[config.mk]
export PLATFORM = sky130hd
export DESIGN_NAME = ualloc_top
export DESIGN_NICKNAME = d
export VERILOG_FILES = /design/src/rtl/ualloc_pkg.sv /design/src/rtl/ualloc_ring.sv /design/src/rtl/ualloc_pick.sv /design/src/rtl/ualloc_top.sv
export SDC_FILE = /design/constraint.sdc
export NUM_CORES = 1
export LEC_CHECK = 0
export BUFFER_PORTS_ARGS = -buffer_cell sky130_fd_sc_hd__buf_2
export CAP_MARGIN = 20
export CORE_MARGIN = 3
export CORE_UTILIZATION = 40
export DETAILED_ROUTE_END_ITERATION = 8
export SKIP_LAST_GASP = 1
export SLEW_MARGIN = 20
export SYNTH_ARGS = -nofsm -noshare
export SYNTH_HDL_FRONTEND = slang
export SYNTH_HIERARCHICAL = 1
export SYNTH_SLANG_ARGS = --single-unit
[constraint.sdc]
create_clock -name clk -period 3.8 [get_ports clk]
set_clock_uncertainty 0.15 [all_clocks]
set_input_delay 0 -clock clk [delete_from_list [all_inputs] [get_ports clk]]
set_output_delay 0 -clock clk [all_outputs]
set_load 0.02 [all_outputs]
[src/rtl/ualloc_pkg.sv]
// Shared definitions for the two-thread capped allocator.
// Assumes exactly two hardware threads.
package ualloc_pkg;
    localparam int NTHR = 2;

    // Slot type carried on the release interface.
    typedef enum logic [1:0] {
        RK_ROB  = 2'd0,
        RK_LD   = 2'd1,
        RK_ST   = 2'd2,
        RK_NONE = 2'd3
    } res_kind_e;
endpackage

[src/rtl/ualloc_ring.sv]
// One thread's view of one slot pool: occupancy count plus circular
// write position inside the thread's region. Assumes in-order release
// (oldest slot first) and DEPTH even and at least 2.
module ualloc_ring #(
    parameter int DEPTH = 126,
    parameter int TID   = 0,
    localparam int CW   = $clog2(DEPTH + 1),
    localparam int IW   = $clog2(DEPTH)
) (
    input  logic          clk,
    input  logic          rst_n,
    input  logic          flush,
    input  logic          single,
    input  logic          alloc,
    input  logic          rel_i,
    output logic          full,
    output logic [IW-1:0] idx
);
    localparam int HALF = DEPTH / 2;

    logic [CW-1:0] count;
    logic [CW-1:0] tail;
    logic [CW-1:0] limit;
    logic [CW-1:0] base;
    logic          rel_eff;

    // Region size and start for the current operating mode.
    always_comb begin
        limit   = single ? CW'(DEPTH) : CW'(HALF);
        base    = single ? '0 : CW'(TID * HALF);
        full    = (count >= limit);
        rel_eff = rel_i && (count != '0);
        idx     = IW'(base + tail);
    end

    // Occupancy: +1 on grant, -1 on release, cleared on flush.
    always_ff @(posedge clk) begin
        if (!rst_n || flush) begin
            count <= '0;
        end else begin
            case ({alloc, rel_eff})
                2'b10:   count <= count + 1'b1;
                2'b01:   count <= count - 1'b1;
                default: count <= count;
            endcase
        end
    end

    // Ring position: advance per grant, wrap at region end.
    always_ff @(posedge clk) begin
        if (!rst_n || flush) begin
            tail <= '0;
        end else if (alloc) begin
            tail <= (tail == limit - 1'b1) ? '0 : tail + 1'b1;
        end
    end

    AST_COUNT_LIMIT: assert property (@(posedge clk) disable iff (!rst_n)
        !flush |-> count <= limit);
    AST_NO_ALLOC_FULL: assert property (@(posedge clk) disable iff (!rst_n)
        alloc |-> !full);
    AST_TAIL_WRAP: assert property (@(posedge clk) disable iff (!rst_n)
        (alloc && !flush && tail == limit - 1'b1) |=> tail == '0);
    AST_FREE_EMPTY: assert property (@(posedge clk) disable iff (!rst_n)
        (rel_i && !alloc && !flush && count == '0) |=> count == '0);
    AST_FLUSH_CLEAR: assert property (@(posedge clk) disable iff (!rst_n)
        flush |=> (count == '0 && tail == '0));
endmodule

[src/rtl/ualloc_pick.sv]
// Two-way grant picker. Alternates when both threads request,
// grants a lone requester at once. Assumes req is already filtered
// for slot availability.
module ualloc_pick (
    input  logic       clk,
    input  logic       rst_n,
    input  logic [1:0] req,
    output logic [1:0] gnt
);
    logic favour1;

    // Choose the winner for this cycle.
    always_comb begin
        if (req == 2'b11) gnt = favour1 ? 2'b10 : 2'b01;
        else              gnt = req;
    end

    // Remember who lost: favour thread 1 after thread 0 wins.
    always_ff @(posedge clk) begin
        if (!rst_n)          favour1 <= 1'b0;
        else if (gnt != '0)  favour1 <= gnt[0];
    end

    AST_ONE_GRANT: assert property (@(posedge clk) disable iff (!rst_n)
        $onehot0(gnt));
    AST_SOLO_SERVED: assert property (@(posedge clk) disable iff (!rst_n)
        ($countones(req) == 1) |-> (gnt == req));
    AST_ALTERNATE: assert property (@(posedge clk) disable iff (!rst_n)
        (req == 2'b11 && gnt[0]) |=> (req != 2'b11 || gnt[1]));
endmodule

[src/rtl/ualloc_top.sv]
// Two-thread capped allocator. Takes the head micro-op of each thread,
// grants reorder slots plus optional load or store slots, enforces a
// per-thread half-pool cap in two-thread mode, returns slots from
// retirement. Assumes the pools are empty when the mode changes.
module ualloc_top
    import ualloc_pkg::*;
#(
    parameter int ROB_DEPTH = 126,
    parameter int LD_DEPTH  = 48,
    parameter int ST_DEPTH  = 24
) (
    input  logic                         clk,
    input  logic                         rst_n,
    input  logic                         mode_single,
    input  logic                         single_tid,
    input  logic [1:0]                   uop_valid,
    input  logic [1:0]                   uop_ld,
    input  logic [1:0]                   uop_st,
    output logic [1:0]                   uop_take,
    output logic [1:0]                   thr_stall,
    output logic                         gnt_valid,
    output logic                         gnt_tid,
    output logic [$clog2(ROB_DEPTH)-1:0] gnt_rob,
    output logic                         gnt_ld_valid,
    output logic [$clog2(LD_DEPTH)-1:0]  gnt_ld,
    output logic                         gnt_st_valid,
    output logic [$clog2(ST_DEPTH)-1:0]  gnt_st,
    input  logic                         rel_valid,
    input  logic                         rel_tid,
    input  logic [1:0]                   rel_kind
);
    localparam int ROB_IW = $clog2(ROB_DEPTH);
    localparam int LD_IW  = $clog2(LD_DEPTH);
    localparam int ST_IW  = $clog2(ST_DEPTH);

    logic [1:0]        cfg_q;
    logic              flush;
    logic [1:0]        enabled, live, fits, req, gnt;
    logic [1:0]        rob_full, ld_full, st_full;
    logic [ROB_IW-1:0] rob_idx [NTHR];
    logic [LD_IW-1:0]  ld_idx  [NTHR];
    logic [ST_IW-1:0]  st_idx  [NTHR];

    // Remember the configuration; reset loads the current one.
    always_ff @(posedge clk) begin
        cfg_q <= {mode_single, single_tid};
    end

    // Configuration change and per-thread eligibility.
    always_comb begin
        flush = rst_n && (cfg_q != {mode_single, single_tid});
        for (int t = 0; t < NTHR; t++) begin
            enabled[t] = !mode_single || (single_tid == t[0]);
            live[t]    = uop_valid[t] && enabled[t] && !flush;
            fits[t]    = !rob_full[t] && (!uop_ld[t] || !ld_full[t])
                         && (!uop_st[t] || !st_full[t]);
        end
        req       = live & fits;
        thr_stall = live & ~fits;
    end

    ualloc_pick u_pick (
        .clk   (clk),
        .rst_n (rst_n),
        .req   (req),
        .gnt   (gnt)
    );

    // Per-thread rings for each pool.
    for (genvar t = 0; t < NTHR; t++) begin : g_thr
        ualloc_ring #(.DEPTH(ROB_DEPTH), .TID(t)) u_rob (
            .clk(clk), .rst_n(rst_n), .flush(flush), .single(mode_single),
            .alloc(gnt[t]),
            .rel_i(rel_valid && rel_tid == t[0] && rel_kind == RK_ROB),
            .full(rob_full[t]), .idx(rob_idx[t]));
        ualloc_ring #(.DEPTH(LD_DEPTH), .TID(t)) u_ld (
            .clk(clk), .rst_n(rst_n), .flush(flush), .single(mode_single),
            .alloc(gnt[t] && uop_ld[t]),
            .rel_i(rel_valid && rel_tid == t[0] && rel_kind == RK_LD),
            .full(ld_full[t]), .idx(ld_idx[t]));
        ualloc_ring #(.DEPTH(ST_DEPTH), .TID(t)) u_st (
            .clk(clk), .rst_n(rst_n), .flush(flush), .single(mode_single),
            .alloc(gnt[t] && uop_st[t]),
            .rel_i(rel_valid && rel_tid == t[0] && rel_kind == RK_ST),
            .full(st_full[t]), .idx(st_idx[t]));
    end

    // Steer the winning thread's indices to the outputs.
    always_comb begin
        uop_take     = gnt;
        gnt_valid    = |gnt;
        gnt_tid      = gnt[1];
        gnt_rob      = rob_idx[gnt[1]];
        gnt_ld       = ld_idx[gnt[1]];
        gnt_st       = st_idx[gnt[1]];
        gnt_ld_valid = |(gnt & uop_ld);
        gnt_st_valid = |(gnt & uop_st);
    end

    AST_STALL_NO_TAKE: assert property (@(posedge clk) disable iff (!rst_n)
        (thr_stall & uop_take) == 2'b00);
    AST_IDLE_THREAD: assert property (@(posedge clk) disable iff (!rst_n)
        mode_single |-> (uop_take[!single_tid] == 1'b0
                         && thr_stall[!single_tid] == 1'b0));
    AST_FLUSH_QUIET: assert property (@(posedge clk) disable iff (!rst_n)
        flush |-> (uop_take == 2'b00 && thr_stall == 2'b00));
endmodule

==> summary.txt <==
Synthesis
  • Ys Warns: 6
  • Unique cell type count in the Yosys netlist: 80
  • Share of synthesized registers carrying an async set or reset: 0
  • Post-synth EDFFs: 0
  • Flops & latches, synth: 75
  • Mapped Cells: 659
  • Primary FF master, synth: dfxtp_1
  • Avg Inst Size Synth: ~8.6 um^2
  • Syn nets: 736
  • Sequential share of the synthesized area: 0.264
  • Syn Std Cell Area: 5700 um^2

Cells and area
  • # fillers: 1267
  • P&R area growth vs syn: 20.9%
  • Final cell count without fillers: between 900 and 1000
  • Commonest cells after routing, fill and taps aside: 78 x nor2_1, 69 x dfxtp_1, 48 x buf_4
  • Most common cell after layout, fill and taps aside: nor2_1
  • Final core occ: 0.508
  • # nets final: about 810
  • Layout cells sized above 1: 0.264
  • ANT cells: 0

Critical path
  • Worst setup startpoint: g_thr[0].u_ld/count[5]
  • CP startpoint kind: flip-flop
  • Crit. path cell count: 14
  • WP buf/inv: 1
  • Setup crit end: g_thr[0].u_st/count[4]
  • Worst-path cell with the longest stage delay: dfxtp_1
  • Flop2flop setup slack: 0.15 ns
  • Crit path max fanout: 5
  • FF-to-FF End: g_thr[0].u_st/count[4]
  • Slowest Stage Delay on Critical Path: 0.42 ns
  • Worst EP required: around 3.9 ns
  • R2r worst-path depth: 14
  • Worst EP arrival: 3.72 ns
  • Top Family by Delay on Critical Path: compound AO/OA/AOI/OAI gates
  • Setup crit end kind: flip-flop
  • WS Path Type: reg -> reg
  • RR Startpoint: g_thr[0].u_ld/count[5]
  • Crit-path cells: ha_1, a31o_2, a221oi_2, nor3b_4, a21boi_4, and2_4, inv_4, ha_4, xor2_1, ha_2, or3b_4, a2111oi_4, o21a_2, nor3_2

Power
  • Internal: 0.00143 W
  • Pwr Density: between 200 and 300 nW/um^2
  • Seq pwr share: 0.411
  • VDD IR max: 0.215 mV
  • Switch Pwr: 0.000542 W
  • Clock network power share: 0.425
  • Leakage: around 2.8 nW
  • Switching Share: 0.275
  • Combinational Power Share: 0.164

Place
  • Number of I/O port buffers: 39
  • Post-DP HPWL: 10.3 mm
  • GP Congestion: ~0.84
  • # placed instances: 892

Route
  • DRC: 0
  • Routed WL per cell: ~15 um
  • Via count: 4911
  • Number of iterations in the first detailed-routing pass: 4
  • DRT Wirelength: 13.7 mm
  • 1st-iter DRT viols: 299
  • Final ANT Viol Nets: 0
  • Vias per inst: 5.37

Clock network
  • Num CTS Buffers: 9
  • Longest Clk Path Bufs: 2
  • Clock-pin slew on the worst setup and hold paths: around 0.06 ns
  • CTS Sinks: 75
  • Worst skew pair latency: between 0.3 and 0.4 ns
  • H-tree levels: 3
  • CTS tree: built
  • Root Driver: clkbuf_16

Die
  • Die H: 125 um
  • Core Footprint: ~14000 um^2
  • Chip width: between 100 and 150 um
  • FP Rows: 42
  • Die area: 15700 um^2
  • Initial Util: 0.420
  • Num ports: 40

Hold path
  • Min-delay worst type: in -> reg

STA
  • Hold_ws: 0.0400 ns
  • Setup TNS: 0 ns
  • Final Critical Period: 3.65 ns
  • Max_slew headroom: 0.412
  • Setup violators final: 0
  • Max frequency: 0.274 GHz
  • RSZ-0062 raised after global routing: true
  • Final Slew Violations: 0
  • Final cycle utilization of the critical path: 0.961
  • Slew @ Worst Pin: just under 0.9 ns
  • Final Hold Fails: 0

Global routing
  • First-pass GRT wire length: 22.6 mm
  • GRT Resource Usage Total: 0.173
  • Initial antenna violation count: 0
  • Overflow after GRT: 0
  • Largest net degree at the start of global routing: 23
  • Vias in the first global route: 4731

Run
  • Max cap viols: 0

Outcome
  • Status: completed
==> power by group through the flow <==
stage               combinational [W]  clock [W]  sequential, W
detailed placement           0.000307          0       0.000830
global placement             0.000300          0       0.000829
finish                       0.000323   0.000839       0.000813
CTS                          0.000311   0.000869       0.000813
global route                 0.000356   0.000897       0.000815
floorplan                    0.000214          0       0.000828
==> metrics by stage <==
| step | instance area, um^2 | total power, W | worst slack, ns |
|---|---|---|---|
| 4_1_cts | 6740 | 0.00199 | 0.0117 |
| 6_report | 6890 | 0.00197 | 0.149 |
| 3_3_place_gp | 6430 | 0.00113 | 0.109 |
| 3_5_place_dp | 6430 | 0.00114 | 0.00731 |
| 5_1_grt | 6890 | 0.00207 | -0.0293 |
| 2_1_floorplan | 5880 | 0.00104 | -0.195 |
==> per-layer routing <==
| metal | vias up | track usage | routed length, um |
|---|---|---|---|
| met1 | 2328 | 0.213 | 6130 |
| met2 | 73 | 0.296 | 6730 |
| met3 | 21 | 0.0469 | 491 |
| met5 | - | 0 | 0 |
| met4 | 0 | 0.0542 | 302 |
| li1 | 2489 | - | - |
==> cells by family after synthesis <==
logic type / share of synthesized area
buffers and inverters: 0.0573
flip-flops: 0.264
XOR/XNOR: 0.0828
AND/OR/NAND/NOR: 0.226
AO/OA/AOI/OAI: 0.170
adder cells (fa/ha/maj): 0.148
multiplexers: 0.0532
==> how the worst min path moves through the flow <==
| stage | from | end | depth (start not counted) |
|---|---|---|---|
| after floorplan | single_tid | cfg_q[0] | 0 |
| after global placement | single_tid | cfg_q[0] | 1 |
| after detailed placement | single_tid | cfg_q[0] | 1 |
| after CTS | rst_n | u_pick/favour1 | 4 |
| after global routing | rst_n | u_pick/favour1 | 4 |
| final | rst_n | u_pick/favour1 | 4 |
==> area by class of cell <==
type | instances | area [um^2] | share of cell area
multi-input cells | 515 | 4110 | 0.597
well taps | 176 | 220 | 0.0320
clock inverters | 4 | 22.5 | 0.00327
flip-flops and latches | 75 | 1510 | 0.220
repair buffers | 89 | 576 | 0.0836
inverters | 44 | 173 | 0.0251
clock buffers | 12 | 268 | 0.0389
==> cells in the mapped netlist (all sizes together) (6+ instances only) <==
master,instances,area share
buf,21,0.025
fa,7,0.025
nor4,6,0.0066
a21boi,12,0.016
or3,6,0.0066
a31oi,8,0.0088
nand4,8,0.0088
nor2,78,0.051
nor3,23,0.024
mux2i,10,0.018
a211oi,8,0.012
dfxtp,75,0.26
xor2,26,0.040
o21ai,25,0.023
nor2b,12,0.013
ha,56,0.12
nand2,29,0.019
xnor2,27,0.043
inv,44,0.029
nand3,12,0.013
mux2,18,0.036
a21o,7,0.0092
a21oi,38,0.035
nand2b,21,0.024
==> registers in the layout, summed over array words and instances (netlist names) <==
signal             flops
cfg_q                  2
u_pick/favour1         1
g_thr.u_ld/count      12
g_thr.u_rob/count     14
g_thr.u_rob/tail      14
g_thr.u_st/tail       10
g_thr.u_st/count      10
g_thr.u_ld/tail       12
==> timing repair <==
action                                  4_1_cts  5_1_grt
gates resized for setup                       0       25
endpoints found under the setup margin        1       12
buffers inserted                              1        4
pin swaps                                     0       18
hold buffers                                  2        0
hold endpoints to repair                      2        0
==> worst min-delay path: cells and delay by family <==
kind | cells | cell delay [ns]
AOI/OAI and AO/OA | 2 | 0.15
buffers and inverters | 2 | 0.34
Note: power is estimated with default switching activity, not from simulation.
